`src/rtl/cgmt_pkg.sv`:
```
package cgmt_pkg;
  typedef enum logic {
    SCH_RUN  = 1'b0,
    SCH_IDLE = 1'b1
  } sched_state_e;
endpackage

```
`src/rtl/cgmt_miss_detect.sv`:
```
module cgmt_miss_detect #(
  parameter int NOBS     = 4,
  parameter int TID_W    = 1,
  parameter int MISS_STG = NOBS - 1
) (
  input  logic [NOBS-1:0]       stage_vld_i,
  input  logic [NOBS*TID_W-1:0] stage_tid_i,
  input  logic                  miss_i,
  input  logic [TID_W-1:0]      active_tid_i,
  input  logic                  idle_i,
  output logic                  miss_acc_o,
  output logic [NOBS-1:0]       flush_o
);
  logic [TID_W-1:0] mem_tid;
  assign mem_tid    = stage_tid_i[MISS_STG*TID_W +: TID_W];
  assign miss_acc_o = miss_i & stage_vld_i[MISS_STG] & (mem_tid == active_tid_i) & ~idle_i;

  // squash the missing instruction and its same-thread shadow
  for (genvar g = 0; g < NOBS; g++) begin : g_flush
    assign flush_o[g] = miss_acc_o & stage_vld_i[g] &
                        (stage_tid_i[g*TID_W +: TID_W] == active_tid_i);
  end
endmodule

```
`src/rtl/cgmt_thread_ctx.sv`:
```
module cgmt_thread_ctx #(
  parameter int              NTHR          = 2,
  parameter int              TID_W         = 1,
  parameter int              PC_W          = 32,
  parameter logic [PC_W-1:0] PC_RST_BASE   = '0,
  parameter logic [PC_W-1:0] PC_RST_STRIDE = '0
) (
  input  logic                 clk_i,
  input  logic                 rst_ni,
  input  logic                 miss_acc_i,
  input  logic [TID_W-1:0]     miss_tid_i,
  input  logic [PC_W-1:0]      miss_pc_i,
  input  logic                 resolve_vld_i,
  input  logic [TID_W-1:0]     resolve_tid_i,
  output logic [NTHR-1:0]      blocked_o,
  output logic [NTHR-1:0]      ready_nxt_o,
  output logic [NTHR*PC_W-1:0] resume_pc_o
);
  for (genvar g = 0; g < NTHR; g++) begin : g_thr
    localparam logic [PC_W-1:0] RST_PC = PC_RST_BASE + PC_W'(g) * PC_RST_STRIDE;
    logic            blocked_q;
    logic [PC_W-1:0] pc_q;
    logic            hit_miss, hit_res;

    assign hit_miss = miss_acc_i & (miss_tid_i == TID_W'(g));
    assign hit_res  = resolve_vld_i & (resolve_tid_i == TID_W'(g));

    always_ff @(posedge clk_i or negedge rst_ni) begin
      if (!rst_ni) begin
        blocked_q <= 1'b0;
        pc_q      <= RST_PC;
      end else if (hit_miss) begin
        blocked_q <= 1'b1;
        pc_q      <= miss_pc_i;
      end else if (hit_res) begin
        blocked_q <= 1'b0;
      end
    end

    assign blocked_o[g]                  = blocked_q;
    assign ready_nxt_o[g]                = ~blocked_q | hit_res;
    assign resume_pc_o[g*PC_W +: PC_W]   = pc_q;
  end
endmodule

```
`src/rtl/cgmt_sched.sv`:
```
module cgmt_sched
  import cgmt_pkg::*;
#(
  parameter int NTHR  = 2,
  parameter int TID_W = 1
) (
  input  logic             clk_i,
  input  logic             rst_ni,
  input  logic             miss_acc_i,
  input  logic [NTHR-1:0]  ready_nxt_i,
  input  logic [NTHR-1:0]  blocked_i,
  input  logic             resolve_vld_i,
  input  logic [TID_W-1:0] resolve_tid_i,
  output logic [TID_W-1:0] active_tid_o,
  output logic             idle_o,
  output logic             redirect_o
);
  sched_state_e     state_q;
  logic [TID_W-1:0] active_q, nxt_tid;
  logic             nxt_found, res_acc, redirect_q;

  // round robin from the thread after the active one
  always_comb begin
    nxt_found = 1'b0;
    nxt_tid   = active_q;
    for (int i = 1; i < NTHR; i++) begin
      logic [TID_W-1:0] cand;
      cand = TID_W'((int'(active_q) + i) % NTHR);
      if (!nxt_found && ready_nxt_i[cand]) begin
        nxt_found = 1'b1;
        nxt_tid   = cand;
      end
    end
  end

  assign res_acc = resolve_vld_i & (int'(resolve_tid_i) < NTHR) & blocked_i[resolve_tid_i];

  always_ff @(posedge clk_i or negedge rst_ni) begin
    if (!rst_ni) begin
      state_q    <= SCH_RUN;
      active_q   <= '0;
      redirect_q <= 1'b0;
    end else begin
      redirect_q <= 1'b0;
      unique case (state_q)
        SCH_RUN: if (miss_acc_i) begin
          if (nxt_found) begin
            active_q   <= nxt_tid;
            redirect_q <= 1'b1;
          end else begin
            state_q <= SCH_IDLE;
          end
        end
        SCH_IDLE: if (res_acc) begin
          active_q   <= resolve_tid_i;
          redirect_q <= 1'b1;
          state_q    <= SCH_RUN;
        end
        default: state_q <= SCH_RUN;
      endcase
    end
  end

  assign active_tid_o = active_q;
  assign idle_o       = (state_q == SCH_IDLE);
  assign redirect_o   = redirect_q;
endmodule

```
`src/rtl/cgmt_switch_ctrl.sv`:
```
module cgmt_switch_ctrl #(
  parameter int              NSTG          = 5,
  parameter int              NTHR          = 2,
  parameter int              PC_W          = 32,
  parameter logic [PC_W-1:0] PC_RST_BASE   = 32'h0000_1000,
  parameter logic [PC_W-1:0] PC_RST_STRIDE = 32'h0000_1000,
  localparam int             NOBS          = NSTG - 1,
  localparam int             TID_W         = (NTHR > 1) ? $clog2(NTHR) : 1
) (
  input  logic                  clk_i,
  input  logic                  rst_ni,
  input  logic [NOBS-1:0]       stage_vld_i,
  input  logic [NOBS*TID_W-1:0] stage_tid_i,
  input  logic                  miss_i,
  input  logic [PC_W-1:0]       miss_pc_i,
  input  logic                  resolve_vld_i,
  input  logic [TID_W-1:0]      resolve_tid_i,
  output logic [NOBS-1:0]       flush_o,
  output logic [TID_W-1:0]      active_tid_o,
  output logic                  fetch_idle_o,
  output logic                  redirect_vld_o,
  output logic [PC_W-1:0]       redirect_pc_o
);
  logic                  miss_acc;
  logic [NTHR-1:0]       blocked, ready_nxt;
  logic [NTHR*PC_W-1:0]  resume_pc;

  cgmt_miss_detect #(.NOBS(NOBS), .TID_W(TID_W), .MISS_STG(NOBS - 1)) u_detect (
    .stage_vld_i (stage_vld_i),
    .stage_tid_i (stage_tid_i),
    .miss_i      (miss_i),
    .active_tid_i(active_tid_o),
    .idle_i      (fetch_idle_o),
    .miss_acc_o  (miss_acc),
    .flush_o     (flush_o)
  );

  cgmt_thread_ctx #(
    .NTHR(NTHR), .TID_W(TID_W), .PC_W(PC_W),
    .PC_RST_BASE(PC_RST_BASE), .PC_RST_STRIDE(PC_RST_STRIDE)
  ) u_ctx (
    .clk_i        (clk_i),
    .rst_ni       (rst_ni),
    .miss_acc_i   (miss_acc),
    .miss_tid_i   (active_tid_o),
    .miss_pc_i    (miss_pc_i),
    .resolve_vld_i(resolve_vld_i),
    .resolve_tid_i(resolve_tid_i),
    .blocked_o    (blocked),
    .ready_nxt_o  (ready_nxt),
    .resume_pc_o  (resume_pc)
  );

  cgmt_sched #(.NTHR(NTHR), .TID_W(TID_W)) u_sched (
    .clk_i        (clk_i),
    .rst_ni       (rst_ni),
    .miss_acc_i   (miss_acc),
    .ready_nxt_i  (ready_nxt),
    .blocked_i    (blocked),
    .resolve_vld_i(resolve_vld_i),
    .resolve_tid_i(resolve_tid_i),
    .active_tid_o (active_tid_o),
    .idle_o       (fetch_idle_o),
    .redirect_o   (redirect_vld_o)
  );

  assign redirect_pc_o = resume_pc[active_tid_o*PC_W +: PC_W];
endmodule

```
`config.mk`:
```
export PLATFORM = sky130hd
export DESIGN_NAME = cgmt_switch_ctrl
export DESIGN_NICKNAME = d
export VERILOG_FILES = /design/src/rtl/cgmt_pkg.sv /design/src/rtl/cgmt_miss_detect.sv /design/src/rtl/cgmt_thread_ctx.sv /design/src/rtl/cgmt_sched.sv /design/src/rtl/cgmt_switch_ctrl.sv
export SDC_FILE = /design/constraint.sdc
export NUM_CORES = 1
export LEC_CHECK = 0
export BUFFER_PORTS_ARGS = -buffer_cell sky130_fd_sc_hd__buf_4
export CAP_MARGIN = 20
export CORE_ASPECT_RATIO = 2
export CORE_UTILIZATION = 47
export CTS_BUF_LIST = sky130_fd_sc_hd__clkbuf_8
export DETAILED_ROUTE_END_ITERATION = 10
export PLACE_DENSITY = 0.81
export SLEW_MARGIN = 30
export SYNTH_ARGS = -nofsm -noshare
export SYNTH_HDL_FRONTEND = slang
export SYNTH_SLANG_ARGS = --single-unit
```
`constraint.sdc`:
```
create_clock -name clk_i -period 2 [get_ports clk_i]
set_clock_uncertainty 0.1 [all_clocks]
set_input_delay 0.3 -clock clk_i [delete_from_list [all_inputs] [get_ports clk_i]]
set_output_delay 0.3 -clock clk_i [all_outputs]
set_load 0.05 [all_outputs]
```
Yosys cells after proc, flatten, opt, wreduce, memory -nomap -nowiden
Index checks and enable logic that the tools add are counted.
Widths: inputs -> output; s select.

storage, ports and cells
  logic and storage cells = 67
  bits in registers = 69

cells by class
  bitwise operators = 23
  $add $sub $neg = 1
  shift operators = 1
  reductions and logical operators = 3
  muxes and demuxes = 22
  equal/unequal tests = 8
  order comparisons = 2

operators by type and width
  cell                 number
  $shiftx 64x7->32     1
  $mux 1               19
  $and 1x1->1          16
  $ne 2x1->1 const B   3
  $pmux 1 s2           3
  $not 1->1            5
  $eq 1x1->1           4
  $lt 1x2->1 const B   2
  $reduce_and 4->1     1
  $reduce_bool 2->1    2
  $ne 2x2->1 const B   1
  $or 1x1->1           2
  $add 1x1->1 const B  1

Logic depth before layout (Yosys ltp)
  depth after elaboration = 9
  gate-level depth with buffers = 5
  mapped depth without buffers = 4

Modules after synthesis
From an unflattened synthesis, not the netlist that was laid out.

second synthesis, totals
  cells, all modules = 210
  area total of the unflattened synthesis = 3,455.8 um2

modules (own cells, without submodules)
  module            area an instance (um2)  times used  cells each
  cgmt_thread_ctx   2,655.0                 1           146
  cgmt_switch_ctrl  544.3                   1           36
  cgmt_sched        178.9                   1           17
  cgmt_miss_detect  77.6                    1           11

Worst setup path after synthesis
OpenSTA, ideal clock, no wires.

  kind = reg-to-output
  start = register u_sched.state_q (netlist: u_sched.idle_o)
  end = output flush_o[0]
  path buffers = 0
  data required time = 1,600 ps
  stages on the path, launching flop included = 5
  path slack = -345 ps
  data arrival time = 1,945 ps
  cells stage by stage = dfrtp_1 > and3b_2 > o21ai_0 > inv_1 > and3_1

between the ends
  cells in the longest elaborated chain, start to end = 4

ends and longest elaborated chain
  item                      line                    text
  start, declared           cgmt_sched.sv:18        sched_state_e state_q;
  start signal, assigned    cgmt_sched.sv:40        state_q <= SCH_RUN;
  start signal, assigned    cgmt_sched.sv:51        state_q <= SCH_IDLE;
  start signal, assigned    cgmt_sched.sv:57        state_q <= SCH_RUN;
  $not 1->1                 --
  $and 1x1->1               cgmt_miss_detect.sv:16  assign miss_acc_o = miss_i & stage_vld_i[MISS_STG] & (mem_tid == active_tid_i) & ~idle_i;
  $and 1x1->1 (2 in a row)  cgmt_miss_detect.sv:20  assign flush_o[g] = miss_acc_o & stage_vld_i[g] &
  end, declared             cgmt_switch_ctrl.sv:18  output logic [NOBS-1:0] flush_o,

Every way passes these cells.

Final worst setup path
  start = register u_sched.active_q (netlist: u_sched.active_tid_o)
  end = output flush_o[1]

between the ends
  cells in the longest elaborated chain, start to end = 5
  elaborated cells between the ends (all ways) = 6
  classes of those cells = eq/ne: 2; bitwise: 4

ends and longest elaborated chain
  item                      line                    text
  start, declared           cgmt_sched.sv:19        logic [TID_W-1:0] active_q, nxt_tid;
  start signal, assigned    cgmt_sched.sv:48        active_q <= nxt_tid;
  start signal, assigned    cgmt_sched.sv:55        active_q <= resolve_tid_i;
  $eq 1x1->1                cgmt_miss_detect.sv:16
  $and 1x1->1 (2 in a row)  cgmt_miss_detect.sv:16
  $and 1x1->1               cgmt_miss_detect.sv:20
  $and 1x1->1 (*)           cgmt_miss_detect.sv:20

Mark *: on every way between the ends. The rest lies on a longest branch, timed or not.

==> results.yml <==
timing:
  setup-violations-final: 0
  slew_violations: 0
  whs_ps: 90.21
  maxSlewHeadroom: 0.6203
  setup_ws_ps: 11.75
  fin_crit_ps: 1988
  max_freq_mhz: 503.0
  finalCritPeriodShare: 0.9941
  worst_slew_pin_slew_ps: 569.5
  rsz0062_at_grt: "yes"
  hold_viol: 0
logic_synthesis:
  yosys.cell_types.count: 28
  yosysWarnings: 0
  synth.net_count: 254
  syn_avg_cell_area_um2: 16.19
  netlist_area_um2: 3383
  seq_area_frac_synth: 0.5111
  ys_ff_latch: 69
  syn-instance-count: 209
floorplan:
  rows: 43
  coreArea_um2: 6940
  io_pins: 84
  initial_core_util: 0.4875
  die_w_um: 62.00
  die_h_um: 122.0
  dieArea_um2: 7562
worst_setup_path:
  r2r_end: "u_sched.active_tid_o"
  critPathKind: "flop to primary output"
  worstSetupEndpoint: "flush_o[1]"
  cp_slowest_stage_delay_ps: 480
  critPathArrivalTime_ps: 1590
  crit_path_cell_trace: "and2_1, o21ai_2, inv_2, and3_4, buf_6"
  r2r_start: "u_sched.idle_o"
  startpoint: "u_sched.active_tid_o"
  cp_max_fo: 5
  reg2reg_depth: 6
  critPathCaptureType: "primary output"
  cp.required_ps: 1600
  r2r_setup_slack_ps: 190
  startpoint_type: "flop"
  cp_slowest_cell: "dfrtp_2"
power:
  power_frac_comb: 0.600
  p_leak_nw: 2.157
  p_sw_mw: 3.774
  p_per_area_nw_per_um2: 1992
  vdd_drop_max_uv: 1371
  power_frac_seq: 0.284
  switching_share: 0.4297
  power_frac_clock: 0.116
  p_int_mw: 5.009
global_route:
  grt-ovfl-total: 0
  track_usage: 0.1939
  grt_max_degree: 46
  grt_pass1_vias: 2154
  grt_pass1_wl_mm: 10.35
  antenna_found_initial: 0
route:
  m1WireLength_mm: 2.779
  wl_mm: 6.815
  dr.pass1.iters: 4
  post_drt_wl_per_cell_um: 17.08
  route.met3.wl_um: 255
  ant_nets: 0
  post_drt_via_cell_ratio: 5.103
  dr_wl_met2_mm: 3.632
  dr.max_layer_used: "met4"
  drt_iter0_markers: 85
  drc: 0
  num_vias: 2036
place:
  dp_slack_ps: 254.3
  gp_congestion: 0.7430
  io_buffers: 83
  hpwlAfterDp_mm: 4.594
run:
  maxCapViolCount: 0
run_status:
  status: "completed"
clock_tree:
  cts_made_buffers: 9
  cts_buffer_depth: 2
  clock-sinks: 69
  clock-root-buffer: "clkbuf_8"
  clk_pin_slew_ps: 70
  clk_latency_ps: 340
  cts_tree: "built"
  htree_levels: 3
finish:
  utilization: 0.6351
  syn2layout_area_growth_pct: 30.29
  drive_above_1_share: 0.7087
  final_cell_mix: "buf_4, dfrtp_1, mux2_4"
  nets: 349
  diodes: 0
  mostFrequentLayoutCell: "buf_4"
hold_path:
  hp-class: "input port to flop"
-- power groups by stage --
stage	clock network, mW	logic (mW)	registers [mW]
2_1_floorplan	0	3.79	2.46
3_3_place_gp	0	4.92	2.47
3_5_place_dp	0	4.96	2.51
4_1_cts	1.04	5.07	2.49
5_1_grt	1.10	5.50	2.58
6_report	1.02	5.27	2.49
-- stage by stage --
stage	area [um^2]	power, mW	TNS [ps]	instances
final	4408	8.783	0	399
after global routing	4408	9.183	-186.8	399
after CTS	4334	8.602	0	399
after detailed placement	4100	7.471	0	380
after global placement	4100	7.394	0	380
after floorplan	3401	6.250	0	209
-- final cells by class --
cell class                      instances  area, um^2
Inverter                                2       7.507
Clock inverter                          5       27.53
Sequential cell                        69        1732
Fill cell                             521        2532
Clock buffer                           11       151.4
Multi-Input combinational cell        128        1551
Tap cell                               90       112.6
Timing Repair Buffer                   94       825.8
-- registers in the layout, indices dropped and copies added (netlist names) --
register	count
u_ctx.g_thr.pc_q	64
u_ctx.g_thr.blocked_q	2
u_sched.active_tid_o	1
u_sched.idle_o	1
u_sched.redirect_o	1
-- metal layers --
metal	GRT usage	vias to the layer above
li1	-	935
met1	0.2204	1040
met2	0.3185	52
met3	0.05414	9
met4	0.09722	0
met5	0	-
-- critical path: cells and delay by family (launching register included) --
kind            cells  cell delay, ps
simple gates        2             360
flops               1             480
compound gates      1             180
buf+inv             2             230
-- cells by family after synthesis --
kind of cell / share of synthesized area
and+or+nand+nor: 0.03699
DFF: 0.5111
xor gates and xnor gates: 0.007768
muxes: 0.3872
AOI/OAI and AO/OA: 0.01886
buffers and inverters: 0.03809
-- Yosys cell counts --
library cell,number,area share
nand2_1,6,0.0067
mux2_4,58,0.26
buf_12,3,0.018
buf_2,1,0.0015
nand2b_1,1,0.0019
buf_6,3,0.010
mux2_2,39,0.13
o22ai_1,1,0.0019
and3b_2,1,0.0030
buf_4,3,0.0067
o21ai_1,1,0.0015
a22o_1,1,0.0026
nor2b_1,1,0.0019
nand3_1,1,0.0015
o21ai_0,3,0.0044
and2_1,1,0.0019
xnor2_1,3,0.0078
o221a_1,1,0.0033
and3_1,3,0.0055
dfrtp_1,67,0.50
nor2_4,1,0.0033
nand3b_4,1,0.0059
nor2_1,2,0.0022
a22oi_1,1,0.0022
dfstp_2,2,0.016
nand2_4,1,0.0033
a21bo_2,1,0.0030
inv_1,2,0.0022
-- timing repair --
item | CTS | global route
endpoints found under the setup margin | 33 | 16
setup buffers | 2 | 0
cloned | 0 | 0
endpoints found under the hold margin | 41 | 0
pin swaps | 0 | 0
resized for setup | 9 | 19
hold buffers | 1 | 0
-- worst min-delay path by stage --
stage / from / endpoint / slack, ps / cells past startpoint
after floorplan: rst_ni / u_ctx.g_thr[0].blocked_q / -100 / 0
after global placement: rst_ni / u_ctx.g_thr[0].pc_q[17] / 230 / 1
after detailed placement: rst_ni / u_ctx.g_thr[1].pc_q[17] / 230 / 1
after CTS: miss_pc_i[7] / u_ctx.g_thr[1].pc_q[7] / 70 / 2
after global routing: miss_pc_i[8] / u_ctx.g_thr[0].pc_q[8] / 70 / 2
final: miss_pc_i[7] / u_ctx.g_thr[1].pc_q[7] / 90 / 2
Note: power is estimated with default switching activity, not from simulation.
